File: src/rtl/bcs_pkg.sv
`timescale 1ns/1ps
package bcs_pkg;

    typedef enum logic [1:0] {
        ST_IDLE = 2'd0,
        ST_ON   = 2'd1,
        ST_OFF  = 2'd2
    } seq_state_e;

    // events produced by the phase timers and consumed by the state machine
    typedef struct packed {
        logic on_end;    // on period must finish this cycle
        logic tmr_done;  // off-timer length reached
        logic tmr_seen;  // off-timer was already done in an earlier cycle
        logic tmr_max;   // off-time ceiling reached
        logic qr_evt;    // delayed zero-cross (valley) event present
    } seq_evt_t;

    function automatic int unsigned sat_sub(input int unsigned a, input int unsigned b);
        return (a > b) ? (a - b) : 0;
    endfunction

    function automatic int unsigned clamp_lo(input int unsigned v, input int unsigned lo);
        return (v < lo) ? lo : v;
    endfunction

endpackage

File: src/rtl/bcs_on_timer.sv
`timescale 1ns/1ps
module bcs_on_timer #(
    parameter int unsigned BLANK_CYC   = 4,
    parameter int unsigned TON_MAX_CYC = 500
) (
    input  logic clk_i,
    input  logic rst_i,
    input  logic on_act_i,
    input  logic lim_i,
    output logic on_end_o
);
    localparam int unsigned OW = $clog2(TON_MAX_CYC + 1);
    localparam logic [OW-1:0] LAST_V = OW'(TON_MAX_CYC - 1);

    logic [OW-1:0] on_cnt_q;
    logic          blank_w;

    always_ff @(posedge clk_i) begin
        if (rst_i || !on_act_i) begin
            on_cnt_q <= '0;
        end else if (on_cnt_q != LAST_V) begin
            on_cnt_q <= on_cnt_q + 1'b1;
        end
    end

    if (BLANK_CYC == 0) begin : g_noblank
        assign blank_w = 1'b0;
    end else begin : g_blank
        localparam logic [OW-1:0] BLANK_V = OW'(BLANK_CYC);
        assign blank_w = (on_cnt_q < BLANK_V);
    end

    assign on_end_o = on_act_i && ((lim_i && !blank_w) || (on_cnt_q == LAST_V));

endmodule

File: src/rtl/bcs_qr_delay.sv
`timescale 1ns/1ps
module bcs_qr_delay #(
    parameter int unsigned QR_DLY_CYC = 5
) (
    input  logic clk_i,
    input  logic rst_i,
    input  logic arm_i,
    input  logic zcd_i,
    output logic qr_evt_o
);
    logic seen_q;

    // zero cross is only honoured while the off phase is armed
    always_ff @(posedge clk_i) begin
        if (rst_i || !arm_i) begin
            seen_q <= 1'b0;
        end else if (zcd_i) begin
            seen_q <= 1'b1;
        end
    end

    if (QR_DLY_CYC == 0) begin : g_nodly
        assign qr_evt_o = seen_q;
    end else begin : g_dly
        localparam int unsigned DW = $clog2(QR_DLY_CYC + 1);
        localparam logic [DW-1:0] DLY_V = DW'(QR_DLY_CYC);
        logic [DW-1:0] dly_q;

        always_ff @(posedge clk_i) begin
            if (rst_i || !arm_i || !seen_q) begin
                dly_q <= '0;
            end else if (dly_q != DLY_V) begin
                dly_q <= dly_q + 1'b1;
            end
        end

        assign qr_evt_o = seen_q && (dly_q == DLY_V);
    end

endmodule

File: src/rtl/bcs_off_timer.sv
`timescale 1ns/1ps
module bcs_off_timer import bcs_pkg::*; #(
    parameter int unsigned TOFF_MAX_CYC = 13000,
    parameter int unsigned TOFF_MIN_CYC = 13,
    parameter int unsigned CNT_W        = 14
) (
    input  logic             clk_i,
    input  logic             rst_i,
    input  logic             load_i,
    input  logic             run_i,
    input  logic [CNT_W-1:0] fb_i,
    input  logic [CNT_W-1:0] ss_i,
    output logic             tmr_done_o,
    output logic             tmr_seen_o,
    output logic             tmr_max_o
);
    localparam logic [CNT_W-1:0] MAX_V = CNT_W'(TOFF_MAX_CYC);

    logic [CNT_W-1:0] cnt_q;
    logic [CNT_W-1:0] tgt_q;
    logic [CNT_W-1:0] tgt_d;
    logic [CNT_W-1:0] fb_cl;
    logic             seen_q;
    logic [CNT_W:0]   elapsed;

    always_comb begin
        fb_cl = CNT_W'(clamp_lo(32'(fb_i), TOFF_MIN_CYC));
        tgt_d = (ss_i > fb_cl) ? ss_i : fb_cl;
        if (tgt_d > MAX_V) begin
            tgt_d = MAX_V;
        end
    end

    always_ff @(posedge clk_i) begin
        if (rst_i) begin
            cnt_q  <= '0;
            tgt_q  <= MAX_V;
            seen_q <= 1'b0;
        end else if (load_i) begin
            cnt_q  <= '0;
            tgt_q  <= tgt_d;
            seen_q <= 1'b0;
        end else if (run_i) begin
            if (cnt_q != MAX_V) begin
                cnt_q <= cnt_q + 1'b1;
            end
            seen_q <= tmr_done_o;
        end
    end

    assign elapsed    = {1'b0, cnt_q} + 1'b1;
    assign tmr_done_o = (elapsed >= {1'b0, tgt_q});
    assign tmr_max_o  = (elapsed >= {1'b0, MAX_V});
    assign tmr_seen_o = seen_q;

endmodule

File: src/rtl/bcs_softstart.sv
`timescale 1ns/1ps
module bcs_softstart import bcs_pkg::*; #(
    parameter int unsigned TOFF_MAX_CYC = 13000,
    parameter int unsigned SS_STEP_CYC  = 650,
    parameter int unsigned CNT_W        = 14
) (
    input  logic             clk_i,
    input  logic             rst_i,
    input  logic             restart_i,
    input  logic             step_i,
    input  logic             en_i,
    output logic [CNT_W-1:0] ss_o
);
    logic [CNT_W-1:0] ss_q;

    always_ff @(posedge clk_i) begin
        if (rst_i || restart_i) begin
            ss_q <= CNT_W'(TOFF_MAX_CYC);
        end else if (step_i) begin
            ss_q <= CNT_W'(sat_sub(32'(ss_q), SS_STEP_CYC));
        end
    end

    assign ss_o = en_i ? ss_q : '0;

endmodule

File: src/rtl/buck_cycle_seq.sv
`timescale 1ns/1ps
module buck_cycle_seq import bcs_pkg::*; #(
    parameter int unsigned BLANK_CYC    = 4,
    parameter int unsigned TON_MAX_CYC  = 500,
    parameter int unsigned QR_DLY_CYC   = 5,
    parameter int unsigned TOFF_MAX_CYC = 13000,
    parameter int unsigned TOFF_MIN_CYC = 13,
    parameter int unsigned SS_STEP_CYC  = 650,
    parameter int unsigned CNT_W        = $clog2(TOFF_MAX_CYC + 1)
) (
    input  logic             clk_i,
    input  logic             rst_i,
    input  logic             dis_i,
    input  logic             lim_i,
    input  logic             zcd_i,
    input  logic [CNT_W-1:0] fb_toff_i,
    input  logic             ss_en_i,
    output logic             gate_o,
    output logic             mode_qr_o
);
    seq_state_e       st_q;
    seq_state_e       st_d;
    seq_evt_t         ev;
    logic [CNT_W-1:0] ss_w;
    logic             mode_q;
    logic             on_act;
    logic             off_act;
    logic             off_load;
    logic             off_end;

    assign on_act   = (st_q == ST_ON);
    assign off_act  = (st_q == ST_OFF);
    assign off_load = on_act && ev.on_end && !dis_i;
    assign off_end  = off_act && !dis_i && ((ev.qr_evt && ev.tmr_done) || ev.tmr_max);

    bcs_on_timer #(
        .BLANK_CYC   (BLANK_CYC),
        .TON_MAX_CYC (TON_MAX_CYC)
    ) u_on (
        .clk_i    (clk_i),
        .rst_i    (rst_i),
        .on_act_i (on_act),
        .lim_i    (lim_i),
        .on_end_o (ev.on_end)
    );

    bcs_qr_delay #(
        .QR_DLY_CYC (QR_DLY_CYC)
    ) u_qr (
        .clk_i    (clk_i),
        .rst_i    (rst_i),
        .arm_i    (off_act),
        .zcd_i    (zcd_i),
        .qr_evt_o (ev.qr_evt)
    );

    bcs_softstart #(
        .TOFF_MAX_CYC (TOFF_MAX_CYC),
        .SS_STEP_CYC  (SS_STEP_CYC),
        .CNT_W        (CNT_W)
    ) u_ss (
        .clk_i     (clk_i),
        .rst_i     (rst_i),
        .restart_i (dis_i),
        .step_i    (off_end),
        .en_i      (ss_en_i),
        .ss_o      (ss_w)
    );

    bcs_off_timer #(
        .TOFF_MAX_CYC (TOFF_MAX_CYC),
        .TOFF_MIN_CYC (TOFF_MIN_CYC),
        .CNT_W        (CNT_W)
    ) u_off (
        .clk_i      (clk_i),
        .rst_i      (rst_i),
        .load_i     (off_load),
        .run_i      (off_act),
        .fb_i       (fb_toff_i),
        .ss_i       (ss_w),
        .tmr_done_o (ev.tmr_done),
        .tmr_seen_o (ev.tmr_seen),
        .tmr_max_o  (ev.tmr_max)
    );

    always_comb begin
        st_d = st_q;
        if (dis_i) begin
            st_d = ST_IDLE;
        end else begin
            unique case (st_q)
                ST_IDLE: st_d = ST_ON;
                ST_ON:   if (ev.on_end) st_d = ST_OFF;
                ST_OFF:  if (off_end)   st_d = ST_ON;
                default: st_d = ST_IDLE;
            endcase
        end
    end

    always_ff @(posedge clk_i) begin
        if (rst_i) begin
            st_q   <= ST_IDLE;
            mode_q <= 1'b0;
        end else begin
            st_q <= st_d;
            if (dis_i) begin
                mode_q <= 1'b0;
            end else if (off_end) begin
                // valley path wins only if the timer had already finished
                mode_q <= ev.qr_evt && ev.tmr_seen;
            end
        end
    end

    assign gate_o    = on_act;
    assign mode_qr_o = mode_q;

endmodule

File: config.mk
export PLATFORM = sky130hd
export DESIGN_NAME = buck_cycle_seq
export DESIGN_NICKNAME = d
export VERILOG_FILES = /design/src/rtl/bcs_pkg.sv /design/src/rtl/bcs_on_timer.sv /design/src/rtl/bcs_qr_delay.sv /design/src/rtl/bcs_off_timer.sv /design/src/rtl/bcs_softstart.sv /design/src/rtl/buck_cycle_seq.sv
export SDC_FILE = /design/constraint.sdc
export NUM_CORES = 1
export LEC_CHECK = 0
export ABC_CLOCK_PERIOD_IN_PS = 7500
export BUFFER_PORTS_ARGS = -buffer_cell sky130_fd_sc_hd__buf_4
export CAP_MARGIN = 30
export CORE_ASPECT_RATIO = 0.9
export CORE_MARGIN = 2
export CORE_UTILIZATION = 25
export CTS_BUF_LIST = sky130_fd_sc_hd__clkbuf_8
export DETAILED_ROUTE_END_ITERATION = 16
export PLACE_DENSITY = 0.48
export SYNTH_ARGS = -nofsm -noshare
export SYNTH_HDL_FRONTEND = slang
export SYNTH_SLANG_ARGS = --single-unit
File: constraint.sdc
create_clock -name clk_i -period 7.5 [get_ports clk_i]
set_clock_uncertainty 0.15 [all_clocks]
set_input_delay 2.25 -clock clk_i [delete_from_list [all_inputs] [get_ports clk_i]]
set_output_delay 2.25 -clock clk_i [all_outputs]
set_load 0.1 [all_outputs]
==> results of run 1 <==
-- worst paths after layout --
check                                       to  slack (ns)  depth (start not counted)
setup / recovery  u_off.tgt_q[13]$_SDFFE_PP1P_        1.63                         13
hold / removal     u_off.tgt_q[1]$_SDFFE_PP0P_        0.33                          1
setup reg to reg     u_ss.ss_q[7]$_SDFFE_PP1P_        3.18                         12
hold reg to reg    u_off.tgt_q[1]$_SDFFE_PP0P_        0.33                          1
-- per-layer routing --
metal	share of wire [%]	up-vias	GRT usage (%)
met5	0	-	0
met4	1.3	0	3.80
met3	3.8	9	2.62
met2	45	58	19.4
met1	50	1600	16.7
li1	-	1763	-
-- metrics by stage --
stage / area [µm²] / utilization [%]
final: 4460 / 28.9
after global routing: 4460 / 28.9
after CTS: 4460 / 28.9
after detailed placement: 4280 / 27.7
after global placement: 4280 / 27.7
after floorplan: 3970 / -
-- layout by cell type (no fill, tap or decap), types with 15 or more instances in the layout --
| cell | synthesis | routed |
|---|---|---|
| inv_1 | 33 | 33 |
| and2_1 | 15 | 15 |
| nand3_1 | 17 | 17 |
| ha_1 | 33 | 33 |
| xor2_1 | 16 | 16 |
| nor2_1 | 52 | 52 |
| nand2_1 | 35 | 35 |
| dfxtp_1 | 58 | 58 |
| a21oi_1 | 26 | 26 |
| buf_4 | 2 | 22 |
| xnor2_1 | 16 | 16 |
-- critical path, cell delays in order --
cell and delay (ns):
buf_4 0.13, nor4_1 0.24, and3_1 0.27, nor2_1 0.09
ha_1 0.31, a21o_1 0.17, a221o_1 0.32, a221oi_1 0.26
o21ai_0 0.16, nand2_1 0.55, mux2_2 0.42, nor2_1 0.58
a22oi_1 0.15
-- cell type report --
class                           instances  area [µm²]
Fill cell                            1649       11000
Multi-Input combinational cell        375        2570
Sequential cell                        58        1160
Tap cell                              202         253
Timing Repair Buffer                   22         165
Clock buffer                            9         124
Inverter                               33         124
Clock inverter                          6        58.8
-- flip-flops by register name (all words and copies together) (netlist names) --
signal            cells
u_on.on_cnt_q         9
u_qr.g_dly.dly_q      3
u_off.cnt_q          14
u_qr.seen_q           1
st_q                  2
u_off.tgt_q          14
u_ss.ss_q            13
u_off.tmr_seen_o      1
mode_qr_o             1
-- report_power, final --
| group | internal [mW] | leakage, nW | switching, mW |
|---|---|---|---|
| sequential | 0.308 | 0.468 | 0.000408 |
| clock | 0.149 | 0.0986 | 0.130 |
| combinational | 0.0214 | 1.30 | 0.0296 |
| total | 0.479 | 1.87 | 0.160 |
-- cells by family after synthesis --
| family | after synthesis |
|---|---|
| adders and majority gates | 33 |
| muxes | 15 |
| buffers and inverters | 57 |
| AOI/OAI and AO/OA | 104 |
| DFF | 58 |
| xor gates and xnor gates | 32 |
| and+or+nand+nor | 191 |
==> impl_metrics.yaml, run 1 <==
placed_design:
  io_buffers: 21
  place_hpwl_mm: 7.38
  place_ws_ns: 1.25
  place.gp.congestion: 0.812
  placed_cells: 690
floorplan:
  die_h_um: 123
  rows: 43
  dieArea_um2: 16900
  start_util_pct: 25.7
  pin_count: 22
  coreArea_um2: 15400
  die_w_um: 137
synth:
  synth_most_common_cell: "dfxtp_1"
  synthAdderAreaFrac_pct: 10.4
  synth_warnings: 0
  synth_nets: 543
  synth.top_cell.area_share_pct: 29.3
  yosys_most_used_dff: "dfxtp_1"
  synth_top_family_by_area: "simple AND/OR/NAND/NOR gates"
  avgSynthCellArea_um2: 8.09
  synthArstFlopShare_pct: 0
  synth_area_leaders: "dfxtp_1 (29%), ha_1 (10%), nor2_1 (4.9%)"
  synthSimpleGateAreaFrac_pct: 25.0
  synth_largest_area_cell: "dfxtp_1"
  synthCells: 490
  synth_compound_area_share_pct: 18.4
  synth_area_um2: 3970
  ys_types: 63
  synth_xor_area_share_pct: 7.07
  synth_edf_count: 0
  ys_ff_latch: 58
  synthMuxAreaShare_pct: 4.01
  synthTopCellsByCount: "dfxtp_1 (58), nor2_1 (52), nand2_1 (35)"
  ys_seq_area_share_pct: 29.3
cts:
  cts_made_buffers: 9
  clk_pin_slew_ns: 0.06
  cts_sinks: 58
  ctsHtreeMaxLevel: 3
  clockRootBuffer: "clkbuf_8"
  hold_buffers: 0
  cts_tree: "done"
  insertion_delay_ns: 0.36
  postCtsSetupBuffers: 0
  cts_resized: 0
  cts_buffer_depth: 2
timing:
  worst_slack_ns: 1.63
  timing.final.crit_share_pct: 78.2
  slew_headroom_pct: 39.3
  setup_tns_ns: 0
  whs_ns: 0.328
  worstMarginPinSlew_ns: 0.906
  rsz0062_at_grt: "false"
  hold_viol_final: 0
  fin_crit_ns: 5.87
  finalSetupViolations: 0
  fmax_ghz: 0.170
  slew_viol_final: 0
setup_path:
  crit_type: "primary input to register"
  r2r_start: "u_off.cnt_q[0]$_SDFFE_PP0P_"
  setup.worst_path.end_class: "register"
  start_kind: "primary input"
  critPathLaunch: "fb_toff_i[13]"
  cp.required_ns: 7.53
  worst_ep_arrival_time_ns: 5.90
  crit_fanout: 17
route:
  first_iter_violations: 199
  detail_route.wl_per_cell_um: 13.5
  via_per_inst: 4.87
  drt_first_pass_iters: 5
  ant_nets: 0
  routed_wl_mm: 9.54
  drc: 0
  vias: 3430
layout:
  nets: 552
  n_antenna_cell: 0
  drive_gt1_share_pct: 11.5
  syn2layout_area_growth_pct: 12.5
  final_cells: 705
job:
  maxCapViolCount: 0
power_and_ir_drop:
  total_power_mw: 0.639
  leakagePower_nw: 1.87
  power_density_nw_per_um2: 143
  ir_worst_vdd_uv: 58.6
global_route:
  antenna_found_initial: 0
  grt.total_usage_pct: 12.3
  grt_overflow: 0
  grt_max_degree: 23
  grt_pass1_vias: 3334
  grt_pass1_wl_mm: 16.4
worst_hold_path:
  min_from: "u_off.tgt_q[1]$_SDFFE_PP0P_"
  min_path_type: "register to register"
status:
  outcome: "finished clean"
No activity file was read; power rests on OpenSTA's default activity.
==> run 2: changes to the inputs <==
ABC_CLOCK_PERIOD_IN_PS = 5000   (was 7500)
PLACE_DENSITY = 0.5   (was 0.48)
clock period = 5 ns   (was 7.5 ns; I/O delays follow)
==> run 2 against run 1 <==
Die area did not move. Cell area rose by 0.59%. Via count rose by 0.44%. Power rose by 47%. Sequential power rose by 50%. First-iteration DRC count fell by 13%. Largest cell class unchanged. Hold slack improved by 0.010 ns. Cell count rose by 0.71%. Register-to-register slack got worse by 2.3 ns. Combinational power rose by 54%. Clock-buffer cell count rose by 1. Wire length rose by 2.7%.
==> impl_metrics.yaml, run 2 (synthesis results as in run 1) <==
status:
  outcome: "finished clean"
worst_hold_path:
  whs_path_depth: 1
  min_path_type: "register to register"
  min_delay_worst_endpoint: "u_off.tgt_q[2]$_SDFFE_PP0P_"
  min_from: "u_off.tgt_q[2]$_SDFFE_PP0P_"
cts:
  cts_sinks: 58
  cts_resized: 0
  cts_buffer_depth: 2
  postCtsSetupBuffers: 0
  clockRootBuffer: "clkbuf_8"
  cts_tree: "done"
  cts_made_buffers: 9
  clk_pin_slew_ns: 0.07
  ctsHtreeMaxLevel: 3
  insertion_delay_ns: 0.35
  hold_buffers: 0
setup_path:
  cp.required_ns: 5.04
  crit_type: "primary input to register"
  crit_fanout: 12
  rr_worst_depth: 12
  r2r_slack_ns: 0.84
  worst_ep_arrival_time_ns: 4.44
  start_kind: "primary input"
  r2r_start: "u_off.cnt_q[0]$_SDFFE_PP0P_"
  setup.worst_path.end_class: "register"
  r2r-end: "u_ss.ss_q[3]$_SDFFE_PP1P_"
layout:
  most-common-layout-cells: "dfxtp_1 (58), nor2_1 (52), nand2_1 (35), inv_1 (33), ha_1 (33)"
  syn2layout_area_growth_pct: 13.1
  nFillCells: 1648
  nets: 556
  layout_commonest_cell: "dfxtp_1"
  n_antenna_cell: 0
  reg_top3: "u_off.cnt_q x14, u_off.tgt_q x14, u_ss.ss_q x13"
  drive_gt1_share_pct: 12.4
timing:
  timing.final.crit_share_pct: 88.0
  rsz0062_at_grt: "false"
  worstMarginPinSlew_ns: 0.899
  fmax_ghz: 0.227
  finalSetupViolations: 0
  setup_tns_ns: 0
  slew_headroom_pct: 39.8
  slew_viol_final: 0
  fin_crit_ns: 4.40
  whs_ns: 0.339
  hold_viol_final: 0
floorplan:
  start_util_pct: 25.7
  coreArea_um2: 15400
  die_h_um: 123
  pin_count: 22
  die_w_um: 137
  rows: 43
  dieArea_um2: 16900
route:
  routed_wl_mm: 9.80
  detail_route.wl_per_cell_um: 13.8
  drt_first_pass_iters: 4
  ant_nets: 0
  drc: 0
  first_iter_violations: 174
  vias: 3445
  via_per_inst: 4.85
power_and_ir_drop:
  power_frac_comb_pct: 8.3
  internal_power_mw: 0.689
  power_density_nw_per_um2: 209
  swShare_pct: 26.6
  leakagePower_nw: 1.88
  power_switching_mw: 0.249
  p_seq_share_pct: 49.4
  total_power_mw: 0.938
  clockPowerShare_pct: 42.3
  ir_worst_vdd_uv: 129
global_route:
  grt.total_usage_pct: 12.7
  grt_pass1_wl_mm: 16.9
  antenna_found_initial: 0
  grt_pass1_vias: 3490
  grt_max_degree: 19
  grt_overflow: 0
placed_design:
  io_buffers: 21
  place_hpwl_mm: 7.59
  place.gp.congestion: 0.881
job:
  maxCapViolCount: 0
[run 2: power by group through the flow]
stage | Sequential, mW | Clock, mW | Combinational, mW
floorplan | 0.474 | 0 | 0.0473
global placement | 0.474 | 0 | 0.0776
detailed placement | 0.474 | 0 | 0.0786
CTS | 0.463 | 0.412 | 0.0791
global route | 0.463 | 0.431 | 0.0872
finish | 0.463 | 0.397 | 0.0783
[run 2: per-layer routing]
| metal | vias up | global-route usage [%] | wire (µm) |
|---|---|---|---|
| met2 | 44 | 19.6 | 4180 |
| li1 | 1775 | - | - |
| met3 | 10 | 2.83 | 295 |
| met5 | - | 0 | 0 |
| met1 | 1616 | 17.7 | 5180 |
| met4 | 0 | 3.93 | 141 |
[run 2: cell type report]
type,instances,area [µm²],share of cell area [%]
clock buffer,10,138,3.07
clock inverter,6,41.3,0.920
inverter,33,124,2.76
multi-input combinational,375,2570,57.4
sequential,58,1160,25.9
tap,202,253,5.63
timing repair buffer,26,195,4.35
[run 2: how the worst max path moves through the flow]
stage | start | endpoint | slack, ns | cells past startpoint
global placement | fb_toff_i[10] | u_off.tgt_q[12]$_SDFFE_PP1P_ | 0.43 | 14
detailed placement | fb_toff_i[13] | u_off.tgt_q[12]$_SDFFE_PP1P_ | 0.28 | 14
CTS | fb_toff_i[13] | u_off.tgt_q[12]$_SDFFE_PP1P_ | 0.66 | 14
floorplan | fb_toff_i[13] | u_off.tgt_q[12]$_SDFFE_PP1P_ | 0.47 | 13
finish | fb_toff_i[13] | u_off.tgt_q[12]$_SDFFE_PP1P_ | 0.60 | 14
global route | fb_toff_i[10] | u_off.tgt_q[12]$_SDFFE_PP1P_ | 0.38 | 14
[run 2: critical path, cell delays in order]
cell      delay [ns]
buf_4           0.13
nor4_1          0.28
and3_1          0.29
nor2_1          0.09
ha_1            0.31
a21o_1          0.17
a221o_1         0.33
a221oi_1        0.28
o21ai_0         0.16
nand2_1         0.16
mux2_2          0.36
nor2_1          0.09
buf_4           0.19
a22oi_1         0.09
[run 2: through the flow]
stage                     instance area (µm²)  utilization (%)  std cells  worst slack, ns
after floorplan                          3970                -        490            0.474
after global placement                   4310             27.9        694            0.432
after detailed placement                 4310             27.9        694            0.281
after CTS                                4490             29.1        710            0.663
after global routing                     4490             29.1        710            0.377
final                                    4490             29.1        710            0.598
